`src/rtl/pio_pkg.sv`:
```
package pio_pkg;
  typedef enum logic [1:0] {
    MD_OUT   = 2'b00,
    MD_IN    = 2'b01,
    MD_BIDIR = 2'b10,
    MD_BIT   = 2'b11
  } mode_e;

  typedef enum logic [1:0] {
    SQ_CMD   = 2'b00,
    SQ_IOSEL = 2'b01,
    SQ_MASK  = 2'b10
  } seq_e;

  localparam logic [3:0] CODE_MODE = 4'b1111;
  localparam logic [3:0] CODE_INTW = 4'b0111;
endpackage

```
`src/rtl/pio_match.sv`:
```
module pio_match #(
  parameter int W = 8
) (
  input  logic [W-1:0] pins_q,
  input  logic [W-1:0] out_q,
  input  logic [W-1:0] iosel,
  input  logic [W-1:0] imask,
  input  logic [1:0]   func,
  output logic         hit
);
  logic [W-1:0] watch;
  logic [W-1:0] value;

  always_comb begin
    watch = ~imask;
    value = ((pins_q & iosel) | (out_q & ~iosel)) & watch;
    unique case (func)
      2'b00:   hit = (value != watch);
      2'b01:   hit = (value != '0);
      2'b10:   hit = (value == '0);
      default: hit = (value == watch);
    endcase
  end
endmodule

```
`src/rtl/pio_port.sv`:
```
module pio_port
  import pio_pkg::*;
#(
  parameter int W = 8
) (
  input  logic         clk,
  input  logic         rst,
  input  logic         wr_ctrl,
  input  logic         wr_data,
  input  logic         ack_clr,
  input  logic [W-1:0] din,
  input  logic [W-1:0] pin_in,
  output logic [W-1:0] rd_val,
  output logic [W-1:0] pin_out,
  output logic [W-1:0] pin_oe,
  output logic         irq,
  output logic [W-1:0] vec
);
  mode_e        mode;
  seq_e         seq;
  logic [W-1:0] out_q, iosel, imask, pins_q;
  logic [1:0]   func;
  logic         ien, match_q, match_raw, match_now;

  pio_match #(.W(W)) u_match (
    .pins_q(pins_q), .out_q(out_q), .iosel(iosel),
    .imask(imask), .func(func), .hit(match_raw)
  );

  assign match_now = (mode == MD_BIT) && match_raw;

  always_ff @(posedge clk) begin
    if (rst) begin
      mode    <= MD_IN;
      seq     <= SQ_CMD;
      out_q   <= '0;
      iosel   <= '1;
      imask   <= '0;
      pins_q  <= '0;
      vec     <= '0;
      func    <= 2'b00;
      ien     <= 1'b0;
      match_q <= 1'b0;
      irq     <= 1'b0;
    end else begin
      pins_q  <= pin_in;
      match_q <= match_now;
      if (match_now && !match_q && ien) irq <= 1'b1;
      else if (ack_clr)                 irq <= 1'b0;

      if (wr_data && mode != MD_BIDIR) out_q <= din;

      if (wr_ctrl) begin
        unique case (seq)
          SQ_IOSEL: begin
            iosel <= din;
            seq   <= SQ_CMD;
          end
          SQ_MASK: begin
            imask <= din;
            seq   <= SQ_CMD;
          end
          default: begin
            if (din[3:0] == CODE_MODE) begin
              mode <= mode_e'(din[7:6]);
              if (mode_e'(din[7:6]) == MD_BIT) seq <= SQ_IOSEL;
            end else if (din[3:0] == CODE_INTW) begin
              ien  <= din[7];
              func <= din[6:5];
              if (din[4]) seq <= SQ_MASK;
            end else if (!din[0]) begin
              vec <= din;
            end
          end
        endcase
      end
    end
  end

  always_comb begin
    unique case (mode)
      MD_OUT: begin
        pin_out = out_q;
        pin_oe  = '1;
        rd_val  = out_q;
      end
      MD_BIT: begin
        pin_out = (out_q & ~iosel) | iosel;
        pin_oe  = ~iosel;
        rd_val  = (pins_q & iosel) | (out_q & ~iosel);
      end
      MD_IN: begin
        pin_out = '1;
        pin_oe  = '0;
        rd_val  = pins_q;
      end
      default: begin
        pin_out = '1;
        pin_oe  = '0;
        rd_val  = '1;
      end
    endcase
  end

  AST_IOSEL_TAKEN: assert property (@(posedge clk) disable iff (rst)
    (wr_ctrl && seq == SQ_IOSEL) |=> (seq == SQ_CMD && iosel == $past(din)));
  AST_MASK_TAKEN: assert property (@(posedge clk) disable iff (rst)
    (wr_ctrl && seq == SQ_MASK) |=> (seq == SQ_CMD && imask == $past(din)));
  AST_BIDIR_NO_WRITE: assert property (@(posedge clk) disable iff (rst)
    (wr_data && mode == MD_BIDIR) |=> $stable(out_q));
  AST_IRQ_NEEDS_EN: assert property (@(posedge clk) disable iff (rst)
    $rose(irq) |-> $past(ien && mode == MD_BIT && !match_q));
  AST_IRQ_HOLDS: assert property (@(posedge clk) disable iff (rst)
    (irq && !ack_clr) |=> irq);
endmodule

```
`src/rtl/dual_pio.sv`:
```
module dual_pio #(
  parameter int W = 8
) (
  input  logic             clk,
  input  logic             rst,
  input  logic             cs,
  input  logic             iorq,
  input  logic             rd,
  input  logic             psel,
  input  logic             cd,
  input  logic [W-1:0]     din,
  output logic [W-1:0]     dout,
  input  logic             int_ack,
  input  logic [2*W-1:0]   port_in,
  output logic [2*W-1:0]   port_out,
  output logic [2*W-1:0]   port_oe,
  output logic [1:0]       port_irq
);
  localparam int NPORT = 2;

  logic             access, wr_any, rd_data;
  logic [W-1:0]     rd_val [NPORT];
  logic [W-1:0]     vec    [NPORT];
  logic [NPORT-1:0] ack_clr;
  logic             ack_hit;
  logic             ack_idx;

  assign access  = cs && iorq;
  assign wr_any  = access && !rd;
  assign rd_data = access && rd && !cd;

  always_comb begin
    ack_hit = 1'b0;
    ack_idx = 1'b0;
    for (int i = NPORT - 1; i >= 0; i--) begin
      if (port_irq[i]) begin
        ack_hit = 1'b1;
        ack_idx = 1'(i);
      end
    end
  end

  generate
    for (genvar g = 0; g < NPORT; g++) begin : g_port
      assign ack_clr[g] = int_ack && ack_hit && (ack_idx == 1'(g));
      pio_port #(.W(W)) u_port (
        .clk(clk), .rst(rst),
        .wr_ctrl(wr_any && cd && (psel == 1'(g))),
        .wr_data(wr_any && !cd && (psel == 1'(g))),
        .ack_clr(ack_clr[g]),
        .din(din),
        .pin_in(port_in[g*W +: W]),
        .rd_val(rd_val[g]),
        .pin_out(port_out[g*W +: W]),
        .pin_oe(port_oe[g*W +: W]),
        .irq(port_irq[g]),
        .vec(vec[g])
      );
    end
  endgenerate

  always_ff @(posedge clk) begin
    if (rst)                      dout <= '0;
    else if (int_ack && ack_hit)  dout <= vec[ack_idx];
    else if (rd_data)             dout <= rd_val[psel];
  end

  AST_ACK_A_FIRST: assert property (@(posedge clk) disable iff (rst)
    (int_ack && port_irq[0]) |=> (dout == $past(vec[0])));
  AST_ACK_B_NEXT: assert property (@(posedge clk) disable iff (rst)
    (int_ack && !port_irq[0] && port_irq[1]) |=> (dout == $past(vec[1])));
endmodule

```
`config.mk`:
```
export PLATFORM = sky130hd
export DESIGN_NAME = dual_pio
export DESIGN_NICKNAME = d
export VERILOG_FILES = /design/src/rtl/pio_pkg.sv /design/src/rtl/pio_match.sv /design/src/rtl/pio_port.sv /design/src/rtl/dual_pio.sv
export SDC_FILE = /design/constraint.sdc
export NUM_CORES = 1
export LEC_CHECK = 0
export BUFFER_PORTS_ARGS = -buffer_cell sky130_fd_sc_hd__buf_2
export CAP_MARGIN = 40
export CORE_MARGIN = 2
export CORE_UTILIZATION = 55
export DETAILED_ROUTE_END_ITERATION = 7
export PLACE_DENSITY = 0.76
export SLEW_MARGIN = 10
export SYNTH_ARGS = -nofsm -noshare
export SYNTH_HDL_FRONTEND = slang
export SYNTH_SLANG_ARGS = --single-unit
```
`constraint.sdc`:
```
create_clock -name clk -period 2.5 [get_ports clk]
set_input_delay 0.25 -clock clk [delete_from_list [all_inputs] [get_ports clk]]
set_output_delay 0.25 -clock clk [all_outputs]
set_load 0.03 [all_outputs]
```
**Yosys cells after proc, flatten, opt, wreduce, memory -nomap -nowiden**

Cells that the tools add are included.

- Memories kept: 0
- Latch bits: 0
- Register bits after elaboration: 104
- Memory bits (writable): 0
- Memory bits (read-only): 0

- Eq/ne operators: 23
- Shift operators: 0
- $lt $le $gt $ge: 2
- Reduce and logical (&&, ||, !) cells: 54
- Muxes and demuxes: 29
- $add $sub $neg: 0
- Bitwise operators: 23
- Divide/modulo/power cells: 0
- Multiply operators: 0

Operators by type and width:

| cell | number |
|---|---|
| 2-to-1 mux 8 bit | 8 |
| one-hot mux 8 bit (2 select lines) | 4 |
| bitwise AND 8 bit | 6 |
| one-hot mux 8 bit (3 select lines) | 2 |
| NOT 8 bit | 4 |
| bitwise OR 8 bit | 4 |
| logical AND 1 bit | 21 |
| equality test 8 bit | 2 |
| zero test 8 bit | 2 |
| != test 8 bit | 2 |
| AND reduction 4 bit | 4 |
| nonzero test 8 bit | 2 |
| equality test 2 bit, second input constant | 7 |
| equality test 2 x 1 -> 1 bit, second input constant | 6 |
| 2-to-1 mux 2 bit | 6 |
| nonzero test 3 bit | 4 |
| AND reduction 5 bit | 2 |
| zero test 2 bit | 4 |
| AND reduction 2 bit | 4 |
| 2-to-1 mux 1 bit | 7 |
| NOT 1 bit | 7 |
| != test 3 bit, second input constant | 2 |
| one-hot mux 1 bit (3 select lines) | 2 |
| AND reduction 3 bit | 2 |
| 8 further kinds | 17 |

**Depth between registers and ports, before layout**

Gate-level depths: netlist of run 1.

- Depth in word-level cells: 10
- Mapped depth: 9
- Depth with buffers taken out: 8

**Modules after synthesis**

Synthesis of run 1 repeated with hierarchy kept, for this count alone.

- Cells, all modules: 686
- Area, all modules: 5768.0 µm²

Modules (own cells, without submodules):

| module | cells an instance | instances | area an instance (µm²) |
|---|---|---|---|
| pio_port | 272 | 2 | 2304.7 |
| dual_pio | 80 | 1 | 718.2 |
| pio_match | 31 | 2 | 220.2 |

**Worst setup path before layout of run 1**

Ideal clock, no wire load.

- Kind: flip-flop to flip-flop
- Start: reg g_port[0].u_port.iosel[3]
- End: reg g_port[0].u_port.irq
- Path slack: 459 ps
- Required time: 2439 ps
- Stages on the path, launching flop included: 7
- Arrival time: 1981 ps
- Cells stage by stage: dfxtp_1 -> mux2_4 -> a2bb2o_4 -> or4b_4 -> mux2i_1 -> nor4b_2 -> a32o_1

- Longest elaborated chain between the ends: 10
- Elaborated cells between the ends (all ways): 15

Ends and longest elaborated chain:

| what | line | RTL |
|---|---|---|
| start: declaration | pio_port.sv:21 | `logic [W-1:0] out_q, iosel, imask, pins_q;` |
| start signal: assignment | pio_port.sv:56 | `iosel <= din;` |
| NOT 8 bit | pio_match.sv:16 | `value = ((pins_q & iosel) \| (out_q & ~iosel)) & watch;` |
| bitwise AND 8 bit | pio_match.sv:16 |  |
| bitwise OR 8 bit (*) | pio_match.sv:16 |  |
| bitwise AND 8 bit (*) | pio_match.sv:16 |  |
| equality test 8 bit, or another cell as far along | pio_match.sv:21 | `default: hit = (value == watch);` |
| one-hot mux 1 bit (3 select lines) (*) | pio_match.sv:17 | `unique case (func)` |
| logical AND 1 bit (*) | pio_port.sv:30 | `assign match_now = (mode == MD_BIT) && match_raw;` |
| logical AND 1 bit (*) (2 in series) | pio_port.sv:48 | `if (match_now && !match_q && ien) irq <= 1'b1;` |
| 2-to-1 mux 1 bit / nonzero test 2 bit (equally long branches) | - |  |
| end signal: assignment | pio_port.sv:44 | `irq <= 1'b0;` |
| end signal: assignment | pio_port.sv:48 |  |
| end signal: assignment | pio_port.sv:49 | `else if (ack_clr) irq <= 1'b0;` |
| end: declaration | pio_port.sv:16 | `output logic irq,` |

Every way passes the cells marked *; elsewhere a longest branch is shown, timed or not.
A chain may end at the register's enable or synchronous reset.

**Worst setup path after layout of run 1**

- Start: reg g_port[0].u_port.mode[0]
- End: out port_out[4]

- Longest elaborated chain between the ends: 2
- Elaborated cells between the ends (all ways): 3

Ends and longest elaborated chain:

| what | line | RTL |
|---|---|---|
| start: declaration | pio_port.sv:19 | `mode_e mode;` |
| start signal: assignment | pio_port.sv:65 | `mode <= mode_e'(din[7:6]);` |
| equality test 2 bit / zero test 2 bit (equally long branches) | pio_port.sv:81 | `unique case (mode)` |
| one-hot mux 8 bit (2 select lines) (*) | pio_port.sv:81 |  |
| end: declaration | dual_pio.sv:15 | `output logic [2*W-1:0] port_out,` |

Marked as above.

==> impl_results.md, run 1 <==
- Status: complete, no violations
- Synth top area cells: dfxtp_1 (40%), mux2i_1 (8.6%), a21oi_1 (6.0%)
- Antenna violations before repair: 0
- Iter 0 DRT Violations: 269
- Most frequent cells in the layout: dfxtp_1 (104), nor2_1 (74), buf_2 (73)
- Gr ovfl total: 0
- Clock tree buffer depth: 2
- Area share of the largest cell type after synthesis: 39.76%
- Wire length per cell: 17.71 um
- Area delta synth->final: 11.57%
- R2r startpoint: g_port[0].u_port.iosel[3]
- Ports: 74
- Post-Syn Instances: 634
- CP startpoint kind: flip-flop
- Post-synthesis register bit count: 104
- R2r endpoint: g_port[0].u_port.irq
- Chip width: 101.6 um
- Clock transition at the registers of the reported paths: 100 ps
- Post-synth top area cell: dfxtp_1
- # DRC: 0
- Power Density: 524.7 mW/mm^2
- CTS Buf Count: 9
- Required time of the critical path: 2250 ps
- Highest Clock Rate: 420.7 MHz
- Clock Skew: 8.932 ps
- Clock latency on the worst-skew pair: 380 ps
- Final setup viols: 0
- Avg Cell Area, Syn: 8.259 um^2
- RSZ-0062 raised after global routing: false
- Max cap viols: 0
- Fin Setup TNS: 0 ps
- H-tree levels: 3
- DRT Pass-1 Iters: 5
- Pleak: 2.483 nW
- Clk sinks: 104
- Worst R2R Path Depth: 6
- Non-Filler Instances: 809
- Synth Warn #: 0
- Hold Crit Start: port_in[4]
- Vias in the first global route: 4415
- Worst-margin pin slew: 629.9 ps
- Routability Congestion: 0.9564
- Largest net degree at the start of global routing: 41
- Min-Delay Path Depth: 2
- Worst R2R Setup Slack: 290 ps
- WL final: 14.33 mm
- Commonest non-fill, non-tap cell in the layout: dfxtp_1
- CP Max Fanout: 17
- Seq/Total Area, Yosys: 39.76%
- Hold Crit Class: input pin to flip-flop
- Synth async-reset ratio: 0%
- Period Utilization, post-route: 95.08%
- Rows: 35
- Initial core utilization: 56.67%
- Core area: 0.009240 mm^2
- Via count: 4802
- First-pass GRT wire length: 22.63 mm
- Final Net Count: 719
- Mapped cell area: 0.005236 mm^2
- Setup CP Type: flip-flop to primary output
- Netlist cell types: 51
- Type of element capturing the critical path: primary output
- Antenna Nets Post-Route: 0
- CTS tree: done
- Fin. Hold Viols: 0
- Full die area: 0.01032 mm^2
- Hold Path End: g_port[0].u_port.pins_q[4]
- Main synth FF type: dfxtp_1
- Cts hold-fix bufs: 0
- # port buffers: 73
- Die extent in y: 101.6 um
- Syn nets: 678
- Vias per cell: 5.936
- Placed instance count: 793
- Diodes inserted: 0
- Layout cell share with drive strength beyond 1: 16.62%
- Total track usage: 28.39%
- Root buf cell: clkbuf_8
- VDD IR max: 0.5556 mV
- Dpl hpwl: 10.27 mm
- Pins Over Slew Limit: 0
- Relative slew slack: 57.73%
- Minimum clock period: 2377 ps
- WP data arrival: 2130 ps
- Post-synth EDFFs: 0
==> how the worst max path moves through the flow <==
| stage | start | endpoint | slack, ps | cells after the start |
|---|---|---|---|---|
| 3_5_place_dp | g_port[0].u_port.iosel[5] | g_port[0].u_port.irq | 330 | 6 |
| 4_1_cts | g_port[1].u_port.mode[0] | port_out[13] | 130 | 5 |
| 3_3_place_gp | g_port[0].u_port.iosel[3] | g_port[0].u_port.irq | 390 | 6 |
| 2_1_floorplan | g_port[0].u_port.iosel[3] | g_port[0].u_port.irq | 460 | 6 |
| 5_1_grt | g_port[0].u_port.mode[0] | port_out[3] | 20 | 5 |
| 6_report | g_port[0].u_port.mode[0] | port_out[4] | 120 | 5 |
==> timing repair <==
action | in CTS | in global routing
setup buffers | 0 | 0
resized for setup | 0 | 1
endpoints found under the setup margin | 0 | 6
==> per-stage QoR <==
step	utilization, %	power (mW)	area, um^2	hold slack (ps)	setup WS [ps]
final	63.22	3.065	5842	70.78	123.0
after global routing	63.22	3.144	5842	78.67	17.02
after CTS	63.20	3.070	5839	67.75	135.0
after detailed placement	60.88	1.973	5625	462.6	326.5
after global placement	60.88	1.968	5625	455.1	391.0
after floorplan	-	1.881	5236	367.8	458.6
==> routing by layer <==
layer	GRT usage, %	wire length, um	share of wire (%)	vias up
met3	4.969	1131	7.9	27
met4	8.316	296	2.1	0
met5	0	0	0	-
met2	46.31	6622	46	207
li1	-	-	-	2292
met1	38.59	6277	44	2276
==> final cells by class <==
cell class | count | area [um^2]
clock buffer | 10 | 137.6
clock inverter | 6 | 76.32
fill | 814 | 3398
inverter | 45 | 168.9
multi-input combinational | 435 | 2798
sequential | 104 | 2082
tap | 129 | 161.4
timing repair buffer | 80 | 417.9
==> registers in the layout, indices dropped and copies added (netlist names) <==
name and count:
dout 8, g_port.u_port.func 4, g_port.u_port.ien 2, g_port.u_port.imask 16
g_port.u_port.iosel 16, g_port.u_port.irq 2, g_port.u_port.match_q 2, g_port.u_port.mode 4
g_port.u_port.out_q 16, g_port.u_port.pins_q 16, g_port.u_port.seq 4, g_port.u_port.vec 14
==> report_power, final <==
group / internal, mW / switching [mW] / total [mW]
combinational: 0.0879 / 0.157 / 0.245
clock: 0.506 / 0.619 / 1.13
sequential: 1.68 / 0.0162 / 1.70
==> synthesized netlist by cell type, types with 7 or more instances <==
library cell and number:
a21oi_1 63, nand3b_1 8, nand2_1 52, inv_1 44, o21bai_1 17, nor2b_1 18, a22o_1 7, nor2_1 74
clkbuf_1 45, o211ai_1 9, mux2i_1 45, mux2_2 9, ha_1 12, o21ai_0 17, dfxtp_1 104, nand3_1 22
a221oi_1 13
==> kinds of logic (layout without fill, tap and decap cells) <==
family                   count (synthesis)  after routing  share of synthesized area (%)
AND/OR/NAND/NOR                        202            202                          18.28
multiplexers                            55             55                          10.82
adder cells (fa/ha/maj)                 12             12                          2.867
flip-flops                             104            104                          39.76
buffers and inverters                   95            141                          6.977
AO/OA/AOI/OAI                          166            166                          21.29
==> worst max-delay path: stages, from the launching register on <==
cell	delay, ps
dfxtp_1	380
inv_1	100
ha_1	420
nor2_1	510
o21bai_1	140
buf_2	200
No activity file was read; power rests on OpenSTA's default activity.
==> run 2, diff against run 1 <==
REMOVE_ABC_BUFFERS = 1   (was default)
clock period = 2.88 ns   (was 2.5 ns; I/O delays follow)
==> impl_results.md, run 2 (synthesis gave the netlist of run 1 again) <==
- Status: complete, no violations (unchanged)
- # DRC: 0 (unchanged)
- Period Utilization, post-route: 85.81%
- H-tree levels: 3 (unchanged)
- CTS Buf Count: 9 (unchanged)
- Area delta synth->final: 11.11% (was 11.57%)
- Final setup viols: 0 (unchanged)
- Setup bufs post-CTS: 0 (unchanged)
- Fin. Hold Viols: 0 (unchanged)
- Pleak: 2.463 nW (was 2.483 nW)
- Root buf cell: clkbuf_8 (unchanged)
- R2r startpoint: g_port[0].u_port.iosel[5] (was g_port[0].u_port.iosel[3])
- Worst setup path start: g_port[0].u_port.mode[1] (was g_port[0].u_port.mode[0])
- Commonest non-fill, non-tap cell in the layout: dfxtp_1 (unchanged)
- WP data arrival: 2180 ps (was 2130 ps)
- Sw power: 695.2 uW (was 792.0 uW)
- Total track usage: 27.68% (was 28.39%)
- Worst R2R Path Depth: 6 (unchanged)
- Setup CP Type: flip-flop to primary output (unchanged)
- Non-Filler Instances: 808 (was 809)
- Largest net degree at the start of global routing: 80 (was 41)
- CTS tree: done (unchanged)
- Ports: 74 (unchanged)
- Clock tree buffer depth: 2 (unchanged)
- Cts hold-fix bufs: 0 (unchanged)
- Sequential share of power: 57.4% (was 55.3%)
- First-pass GRT wire length: 22.61 mm (was 22.63 mm)
- Clock latency on the worst-skew pair: 380 ps (about the same)
- Core area: 0.009240 mm^2 (unchanged)
- Vias in the first global route: 4568 (was 4415)
- Relative slew slack: 55.81% (was 57.73%)
- Layout cell share with drive strength beyond 1: 16.35% (was 16.62%)
- Placed instance count: 792 (was 793)
- Vias per cell: 5.900 (was 5.936)
- Net Sw Frac: 27.12% (was 25.84%)
- Rows: 35 (unchanged)
- Minimum clock period: 2471 ps
- CP startpoint kind: flip-flop (unchanged)
- Clock Skew: 20.00 ps (was 8.932 ps)
- Most frequent cells in the layout: dfxtp_1 (104), nor2_1 (74), buf_2 (73) (unchanged)
- Diodes inserted: 0 (unchanged)
- Clk sinks: 104 (unchanged)
- Clock network power share: 34.4% (was 36.7%)
- WL final: 13.86 mm (was 14.33 mm)
- # port buffers: 73 (unchanged)
- Gr ovfl total: 0 (unchanged)
- Fin Setup TNS: 0 ps (unchanged)
- RSZ-0062 raised after global routing: false (unchanged)
- Max cap viols: 0 (unchanged)
- Hold Path End: g_port[0].u_port.pins_q[3] (was g_port[0].u_port.pins_q[4])
- Gate power share: 8.2% (was 8.0%)
- Chip width: 101.6 um (unchanged)
- Antenna Nets Post-Route: 0 (unchanged)
- Hold Crit Class: input pin to flip-flop (unchanged)
- Wire length per cell: 17.15 um (was 17.71 um)
- Clock transition at the registers of the reported paths: 120 ps (was 100 ps)
- Iter 0 DRT Violations: 364 (was 269)
- Required time of the critical path: 2590 ps (was 2250 ps)
- Dpl hpwl: 9.958 mm (was 10.27 mm)
- Type of element capturing the critical path: primary output (unchanged)
- Die extent in y: 101.6 um (unchanged)
- Worst-margin pin slew: 662.8 ps (was 629.9 ps)
- R2r endpoint: g_port[0].u_port.irq (unchanged)
- Initial core utilization: 56.67% (unchanged)
- Final Net Count: 718 (was 719)
- DRT Pass-1 Iters: 5 (unchanged)
- Min-Delay Path Depth: 2 (unchanged)
- Highest Clock Rate: 404.7 MHz
- Worst R2R Setup Slack: 640 ps (was 290 ps)
- Via count: 4767 (was 4802)
- Full die area: 0.01032 mm^2 (unchanged)
- Power Density: 440.5 mW/mm^2 (was 524.7 mW/mm^2)
- VDD IR max: 0.2665 mV (was 0.5556 mV)
- P_int: 1.868 mW (was 2.273 mW)
- CP Max Fanout: 17 (unchanged)
- Hold Crit Start: port_in[3] (was port_in[4])
- Routability Congestion: 0.8983 (was 0.9564)
- Antenna violations before repair: 0 (unchanged)
- CTS resizes: 0 (unchanged)
- Pins Over Slew Limit: 0 (unchanged)
==> run 2: per-layer routing <==
layer,vias to the layer above,track usage [%],routed length (um)
met4,0,10.71,377
met2,203,46.66,6577
li1,2293,-,-
met3,30,3.727,928
met1,2241,35.96,5972
met5,-,0,0
==> run 2: worst max-delay path: stages (launching register included) <==
cell and delay (ps):
dfxtp_1 410, inv_1 90, ha_1 410, nor2_1 540
o21bai_1 160, buf_2 200
==> run 2: power groups by stage <==
stage          sequential [mW]  clock (mW)  combinational [mW]
6_report                  1.47       0.881               0.210
5_1_grt                   1.47       0.951               0.226
4_1_cts                   1.47       0.897               0.209
3_5_place_dp              1.50           0               0.208
3_3_place_gp              1.50           0               0.206
2_1_floorplan             1.51           0              0.0931
==> run 2: worst max path at each step <==
| stage | to | slack (ps) | depth (start not counted) |
|---|---|---|---|
| 2_1_floorplan | g_port[1].u_port.func[0] | 110 | 6 |
| 5_1_grt | port_out[3] | 250 | 5 |
| 6_report | port_out[2] | 410 | 5 |
| 3_3_place_gp | g_port[0].u_port.irq | 780 | 6 |
| 4_1_cts | port_out[3] | 420 | 5 |
| 3_5_place_dp | g_port[0].u_port.irq | 710 | 6 |
==> run 2: layout make-up <==
type | instances | area [um^2]
fill | 805 | 3422
multi-input combinational | 435 | 2795
sequential | 104 | 2082
timing repair buffer | 79 | 422.9
inverter | 45 | 168.9
tap | 129 | 161.4
clock buffer | 9 | 123.9
clock inverter | 7 | 63.81
==> run 2: metrics by stage <==
| step | setup WS, ps | power, mW | hold slack [ps] | area (um^2) | utilization (%) |
|---|---|---|---|---|---|
| 5_1_grt | 254.4 | 2.651 | 103.2 | 5818 | 62.97 |
| 3_5_place_dp | 709.5 | 1.712 | 470.7 | 5630 | 60.93 |
| 2_1_floorplan | 107.5 | 1.600 | 357.1 | 5040 | - |
| 3_3_place_gp | 777.5 | 1.710 | 458.5 | 5630 | 60.93 |
| 4_1_cts | 416.9 | 2.576 | 103.4 | 5818 | 62.97 |
| 6_report | 408.8 | 2.563 | 108.9 | 5818 | 62.97 |
